**config.mk**
```make
export PLATFORM = sky130hd
export DESIGN_NAME = card_proto_select
export DESIGN_NICKNAME = d
export VERILOG_FILES = /design/src/rtl/cps_pkg.sv /design/src/rtl/cps_mode_detect.sv /design/src/rtl/cps_etu_gen.sv /design/src/rtl/cps_atr_tx.sv /design/src/rtl/card_proto_select.sv
export SDC_FILE = /design/constraint.sdc
export NUM_CORES = 1
export LEC_CHECK = 0
export ABC_AREA = 1
export BUFFER_PORTS_ARGS = -buffer_cell sky130_fd_sc_hd__buf_2
export CORE_ASPECT_RATIO = 2
export CORE_MARGIN = 4
export CORE_UTILIZATION = 50
export CTS_BUF_LIST = sky130_fd_sc_hd__clkbuf_8
export CTS_CLUSTER_SIZE = 20
export DETAILED_ROUTE_END_ITERATION = 8
export PLACE_DENSITY_LB_ADDON = 0.25
export SLEW_MARGIN = 20
export SYNTH_ARGS = -nofsm -noshare
export SYNTH_HDL_FRONTEND = slang
export SYNTH_HIERARCHICAL = 1
export SYNTH_SLANG_ARGS = --single-unit
```
**constraint.sdc**
```tcl
create_clock -name clk -period 3.8 [get_ports clk]
set_clock_uncertainty 0.2 [all_clocks]
set_input_delay 0.38 -clock clk [delete_from_list [all_inputs] [get_ports clk]]
set_output_delay 0.38 -clock clk [all_outputs]
set_load 0.01 [all_outputs]
```
**src/rtl/cps_pkg.sv**
```systemverilog
package cps_pkg;
  localparam int F_W      = 10;
  localparam int D_W      = 5;
  localparam int FD_IDX_W = 3;

  typedef enum logic [1:0] {
    MODE_WAIT  = 2'd0,
    MODE_SYNC  = 2'd1,
    MODE_ASYNC = 2'd2
  } mode_e;

  typedef struct packed {
    logic [F_W-1:0] f;
    logic [D_W-1:0] d;
  } fd_t;

  // Clock-rate / divisor pair for each negotiated speed index.
  function automatic fd_t fd_decode(input logic [FD_IDX_W-1:0] idx);
    fd_t r;
    r.f = 10'd372;
    r.d = 5'd1;
    case (idx)
      3'd0: r.d = 5'd1;
      3'd1: r.d = 5'd2;
      3'd2: r.d = 5'd4;
      3'd3: r.d = 5'd8;
      3'd4: r.d = 5'd12;
      3'd5: r.d = 5'd16;
      3'd6: begin r.f = 10'd512; r.d = 5'd8;  end
      default: begin r.f = 10'd512; r.d = 5'd16; end
    endcase
    return r;
  endfunction
endpackage

```
**src/rtl/cps_mode_detect.sv**
```systemverilog
module cps_mode_detect
  import cps_pkg::*;
#(
  parameter int LOW_MIN     = 400,
  parameter int SYNC_PULSES = 5
) (
  input  logic  clk,
  input  logic  por_n,
  input  logic  card_rst,
  output mode_e mode,
  output logic  sync_ready
);
  localparam int CW = $clog2(LOW_MIN + 1);
  localparam int SW = $clog2(SYNC_PULSES + 1);

  logic [CW-1:0] low_cnt;
  logic [SW-1:0] sync_cnt;

  always_ff @(posedge clk or negedge por_n) begin
    if (!por_n) begin
      mode     <= MODE_WAIT;
      low_cnt  <= '0;
      sync_cnt <= '0;
    end else begin
      case (mode)
        MODE_WAIT: begin
          if (card_rst)
            mode <= (low_cnt >= CW'(LOW_MIN)) ? MODE_ASYNC : MODE_SYNC;
          else if (low_cnt != CW'(LOW_MIN))
            low_cnt <= low_cnt + 1'b1;
        end
        MODE_SYNC: begin
          if (sync_cnt != SW'(SYNC_PULSES))
            sync_cnt <= sync_cnt + 1'b1;
        end
        default: ;
      endcase
    end
  end

  assign sync_ready = (mode == MODE_SYNC) && (sync_cnt == SW'(SYNC_PULSES));
endmodule

```
**src/rtl/cps_etu_gen.sv**
```systemverilog
module cps_etu_gen
  import cps_pkg::*;
#(
  parameter int DEF_IDX = 0
) (
  input  logic                clk,
  input  logic                por_n,
  input  logic                en,
  input  logic                fd_load,
  input  logic [FD_IDX_W-1:0] fd_idx,
  output logic                tick
);
  localparam int ACC_W = F_W + 1;

  fd_t             fd_q;
  logic [ACC_W-1:0] acc, acc_nxt;
  logic             hit;

  // Fractional accumulator: add D per clock, emit a tick each time F is crossed.
  assign acc_nxt = acc + ACC_W'(fd_q.d);
  assign hit     = acc_nxt >= ACC_W'(fd_q.f);
  assign tick    = en && !fd_load && hit;

  always_ff @(posedge clk or negedge por_n) begin
    if (!por_n) begin
      acc  <= '0;
      fd_q <= fd_decode(FD_IDX_W'(DEF_IDX));
    end else if (fd_load) begin
      acc  <= '0;
      fd_q <= fd_decode(fd_idx);
    end else if (en) begin
      acc <= hit ? (acc_nxt - ACC_W'(fd_q.f)) : acc_nxt;
    end
  end
endmodule

```
**src/rtl/cps_atr_tx.sv**
```systemverilog
module cps_atr_tx #(
  parameter int N_BYTES = 8,
  parameter int GUARD   = 2
) (
  input  logic                 clk,
  input  logic                 por_n,
  input  logic                 en,
  input  logic                 tick,
  input  logic [N_BYTES*8-1:0] atr,
  output logic                 io_low,
  output logic                 done
);
  localparam int CHAR_ETUS = 10 + GUARD;
  localparam int IW        = $clog2(CHAR_ETUS);
  localparam int BW        = (N_BYTES > 1) ? $clog2(N_BYTES) : 1;

  typedef enum logic [1:0] {TX_IDLE, TX_SEND, TX_DONE} tx_e;

  tx_e           st;
  logic [IW-1:0] pos;
  logic [BW-1:0] byte_idx;
  logic [7:0]    cur_byte;
  logic          bit_val;

  assign cur_byte = atr[{byte_idx, 3'b000} +: 8];

  always_comb begin
    if (pos == '0)
      bit_val = 1'b0;
    else if (pos <= IW'(8))
      bit_val = cur_byte[3'(pos - IW'(1))];
    else if (pos == IW'(9))
      bit_val = ^cur_byte;
    else
      bit_val = 1'b1;
  end

  always_ff @(posedge clk or negedge por_n) begin
    if (!por_n) begin
      st       <= TX_IDLE;
      pos      <= '0;
      byte_idx <= '0;
    end else begin
      case (st)
        TX_IDLE: if (en && tick) begin
          st       <= TX_SEND;
          pos      <= '0;
          byte_idx <= '0;
        end
        TX_SEND: if (tick) begin
          if (pos == IW'(CHAR_ETUS - 1)) begin
            pos <= '0;
            if (byte_idx == BW'(N_BYTES - 1)) st <= TX_DONE;
            else byte_idx <= byte_idx + 1'b1;
          end else begin
            pos <= pos + 1'b1;
          end
        end
        default: ;
      endcase
    end
  end

  assign io_low = (st == TX_SEND) && !bit_val;
  assign done   = (st == TX_DONE);
endmodule

```
**src/rtl/card_proto_select.sv**
```systemverilog
module card_proto_select
  import cps_pkg::*;
#(
  parameter int LOW_MIN     = 400,
  parameter int SYNC_PULSES = 5,
  parameter int ATR_BYTES   = 8,
  parameter int GUARD_ETUS  = 2,
  parameter int DEF_FD_IDX  = 0,
  localparam int ATR_W      = ATR_BYTES * 8
) (
  input  logic             clk,
  input  logic             por_n,
  input  logic             card_rst,
  input  logic [ATR_W-1:0] atr_word,
  input  logic             fd_valid,
  input  logic [2:0]       fd_idx,
  output logic             fd_ready,
  output logic [1:0]       mode,
  output logic             sync_ready,
  output logic             io_drive_low,
  output logic             etu_tick,
  output logic             atr_done
);
  mode_e mode_q;
  logic  is_async;
  logic  fd_take;

  cps_mode_detect #(.LOW_MIN(LOW_MIN), .SYNC_PULSES(SYNC_PULSES)) u_mode (
    .clk(clk), .por_n(por_n), .card_rst(card_rst),
    .mode(mode_q), .sync_ready(sync_ready)
  );

  assign is_async = (mode_q == MODE_ASYNC);
  assign fd_ready = is_async && atr_done;
  assign fd_take  = fd_valid && fd_ready;

  cps_etu_gen #(.DEF_IDX(DEF_FD_IDX)) u_etu (
    .clk(clk), .por_n(por_n), .en(is_async),
    .fd_load(fd_take), .fd_idx(fd_idx), .tick(etu_tick)
  );

  cps_atr_tx #(.N_BYTES(ATR_BYTES), .GUARD(GUARD_ETUS)) u_atr (
    .clk(clk), .por_n(por_n), .en(is_async), .tick(etu_tick),
    .atr(atr_word), .io_low(io_drive_low), .done(atr_done)
  );

  assign mode = mode_q;
endmodule

```
==> flow_summary.yaml <==
outcome:
  status: "finished, final reports clean"
drt:
  vias: 4576
  via_per_inst: 5.153
  first_pass_iters: 4
  wl_per_cell_um: 13.57
  drt.antenna.violating_nets: 0
  drcViolationCount: 0
  drt_iter0_drc: 124
  routed_wl_um: 12050
timing:
  period_share_pct: 96.38
  period_needed_ns: 3.662
  slew-limit-headroom_pct: 38.38
  finalSetupViolCount: 0
  setup_ws_ns: 0.1377
  clock.fmax_mhz: 273.1
  hold_violations: 0
  maxSlewViolCount: 0
  tns_ns: 0
  fin_hold_ws_ns: 0.0003475
  worst_slew_pin_slew_ns: 0.9242
floorplan:
  die_h_um: 141.7
  initial_core_util_pct: 51.35
  core_area_um2: 8708
  dieArea_um2: 10610
  num_rows: 48
  dieWidth_um: 74.87
  ioPinCount: 78
power:
  power_density_nw_per_um2: 178.7
  p_clk_share_pct: 31.4
  switching_share_pct: 30.22
  power_mw: 0.9482
  internal_power_mw: 0.6616
  p_leak_nw: 3.053
  ir_drop_mv: 0.2911
  comb_power_share_pct: 21.4
  seqPwrFrac_pct: 47.1
  p_sw_mw: 0.2866
logic_synthesis:
  synth_area_leaders: "dfrtp_1 22%, nand2_1 21%, inv_1 10%"
  synth_seq_cells: 41
  synth.distinct_cells: 44
  syn_area_um2: 4472
  synth.most_common_cell: "nand2_1"
  synthFlopType: "dfrtp_1"
  synth_nets: 789
  synth_common_cells: "245 x nand2_1, 125 x inv_1, 77 x nand3_1"
  netlist_instances: 695
  ys_seq_area_share_pct: 23.00
  synth_warnings: 6
  avgSynthCellArea_um2: 6.434
  ys_async_sr_fraction_pct: 100.0
  yosysTopAreaCellShare_pct: 21.82
  synth_top_area_cell: "dfrtp_1"
  synth_edf_count: 0
placement:
  dp_hpwl_um: 9432
  place_congestion: 0.9020
  numPortBuffers: 77
  post-place-ws_ns: -0.01566
  placed_cells: 869
  place_area_um2: 4906
layout:
  regArea_um2: 1030
  fill_cells: 788
  drive_gt1_share_pct: 28.81
  syn2layout_area_growth_pct: 18.63
  nNetsFinal: 881
  antenna_cells: 0
  multiInputGateArea_um2: 2968
  post-route-util_pct: 60.92
  stdcell_area_um2: 5305
  fin_cells: 888
critical_path:
  criticalPathCategory: "register to primary output"
  startpoint_type: "register"
  crit_fanout: 5
  arrival_ns: 3.08
  worstSetupEndpointType: "primary output"
  crit_required_ns: 3.22
min_path:
  hp-class: "primary input to async pin"
cts:
  clockRootBuffer: "clkbuf_8"
  cts_buffers: 5
  htree_levels: 2
  clock_path_buffers: 2
  cts.sinks: 41
  cts_tree: "built"
  clock_latency_ns: 0.31
  clkTransAtPathRegs_ns: 0.09
  cts_hold_buf: 0
job:
  maxCapViolCount: 0
grt:
  antenna_found_initial: 0
  grt_pass1_wl_um: 18420
  grt_pass1_vias: 4347
  grt_max_degree: 42
  grt_use_total_pct: 22.05
  overflow: 0
cells by family (layout without fill, tap and decap cells):
group           after synthesis  after routing  share of synthesized area, %
compound gates               39             39                         5.401
flops                        41             41                         23.00
buf+inv                     150            243                         15.58
xor+xnor                     14             14                         2.742
fa+ha+maj                    23             23                         6.603
simple gates                428            428                         46.67
registers in the layout (all words and copies together) (netlist names):
name,count
u_mode/low_cnt,9
u_atr/byte_idx,3
u_mode/mode,2
u_etu/fd_q,7
u_atr/st,2
u_atr/pos,4
u_etu/acc,11
u_mode/sync_cnt,3
layout make-up:
cell class / instances / share of cell area (%)
tap: 100 / 2.358
inverter: 131 / 9.434
clock inverter: 3 / 0.4009
clock buffer: 5 / 1.297
multi-input combinational: 504 / 55.94
sequential: 41 / 19.41
timing repair buffer: 104 / 11.16
routing by layer:
metal	vias to the layer above	track usage, %	share of wire (%)
met5	-	0	0
met1	2059	19.36	33
li1	2344	-	-
met3	39	2.482	4.3
met4	0	12.66	5.3
met2	134	44.02	57
timing repair:
item / 4_1_cts / 5_1_grt
buffers inserted: 0 / 11
gates resized for setup: 1 / 56
hold endpoints to repair: 0 / 0
setup endpoints to repair: 4 / 8
pin swaps: 0 / 20
cell usage in the layout (no fill, tap or decap), drive strengths merged, types with 2 or more instances in the layout:
cell      n
dfrtp    39
a31oi     2
buf     104
inv     131
ha       22
dfstp     2
clkinv    2
a21oi     9
nand3    98
xnor2     8
o21ai    20
clkbuf    5
nor3      3
nand3b    4
nand2   272
xor2      6
nand4    17
nor2     33
power by group through the flow:
stage / combinational (mW) / sequential [mW] / clock [mW]
CTS: 0.193 / 0.445 / 0.312
finish: 0.203 / 0.447 / 0.298
global route: 0.230 / 0.447 / 0.326
detailed placement: 0.192 / 0.454 / 0
floorplan: 0.115 / 0.453 / 0
global placement: 0.187 / 0.454 / 0
critical path, stage by stage, from the launching register on:
cell      delay (ns)
dfrtp_1         0.42
ha_4            0.32
inv_2           0.07
o21bai_4        0.16
nand2_2         0.08
nand2_2         0.08
nand2_4         0.06
nor2_4          0.13
xor2_2          0.19
ha_1            0.28
buf_4           0.14
buf_4           0.14
nand3_4         0.09
inv_1           0.07
nand2_4         0.07
nand3_4         0.07
nand2_2         0.07
inv_2           0.04
buf_4           0.14
buf_2           0.15
worst paths after layout:
kind                       cells after the start  slack [ns]                           start                        endpoint
setup / recovery                              19        0.14       u_etu/fd_q[4]$_DFFE_PN0P_                        etu_tick
hold / removal                                 1      0.0003                           por_n        u_etu/acc[6]$_DFFE_PN0P_
setup reg to reg                              29        0.17        u_etu/acc[0]$_DFFE_PN0P_   u_atr/byte_idx[2]$_DFFE_PN0P_
hold reg to reg                                1        0.28  u_mode/sync_cnt[2]$_DFFE_PN0P_  u_mode/sync_cnt[2]$_DFFE_PN0P_
max in group asynchronous                      1        2.76                           por_n       u_etu/fd_q[1]$_DFFE_PN0P_
min in group clk                               3        0.13                        card_rst      u_mode/mode[0]$_DFFE_PN0P_
No activity file was read; power rests on OpenSTA's default activity.
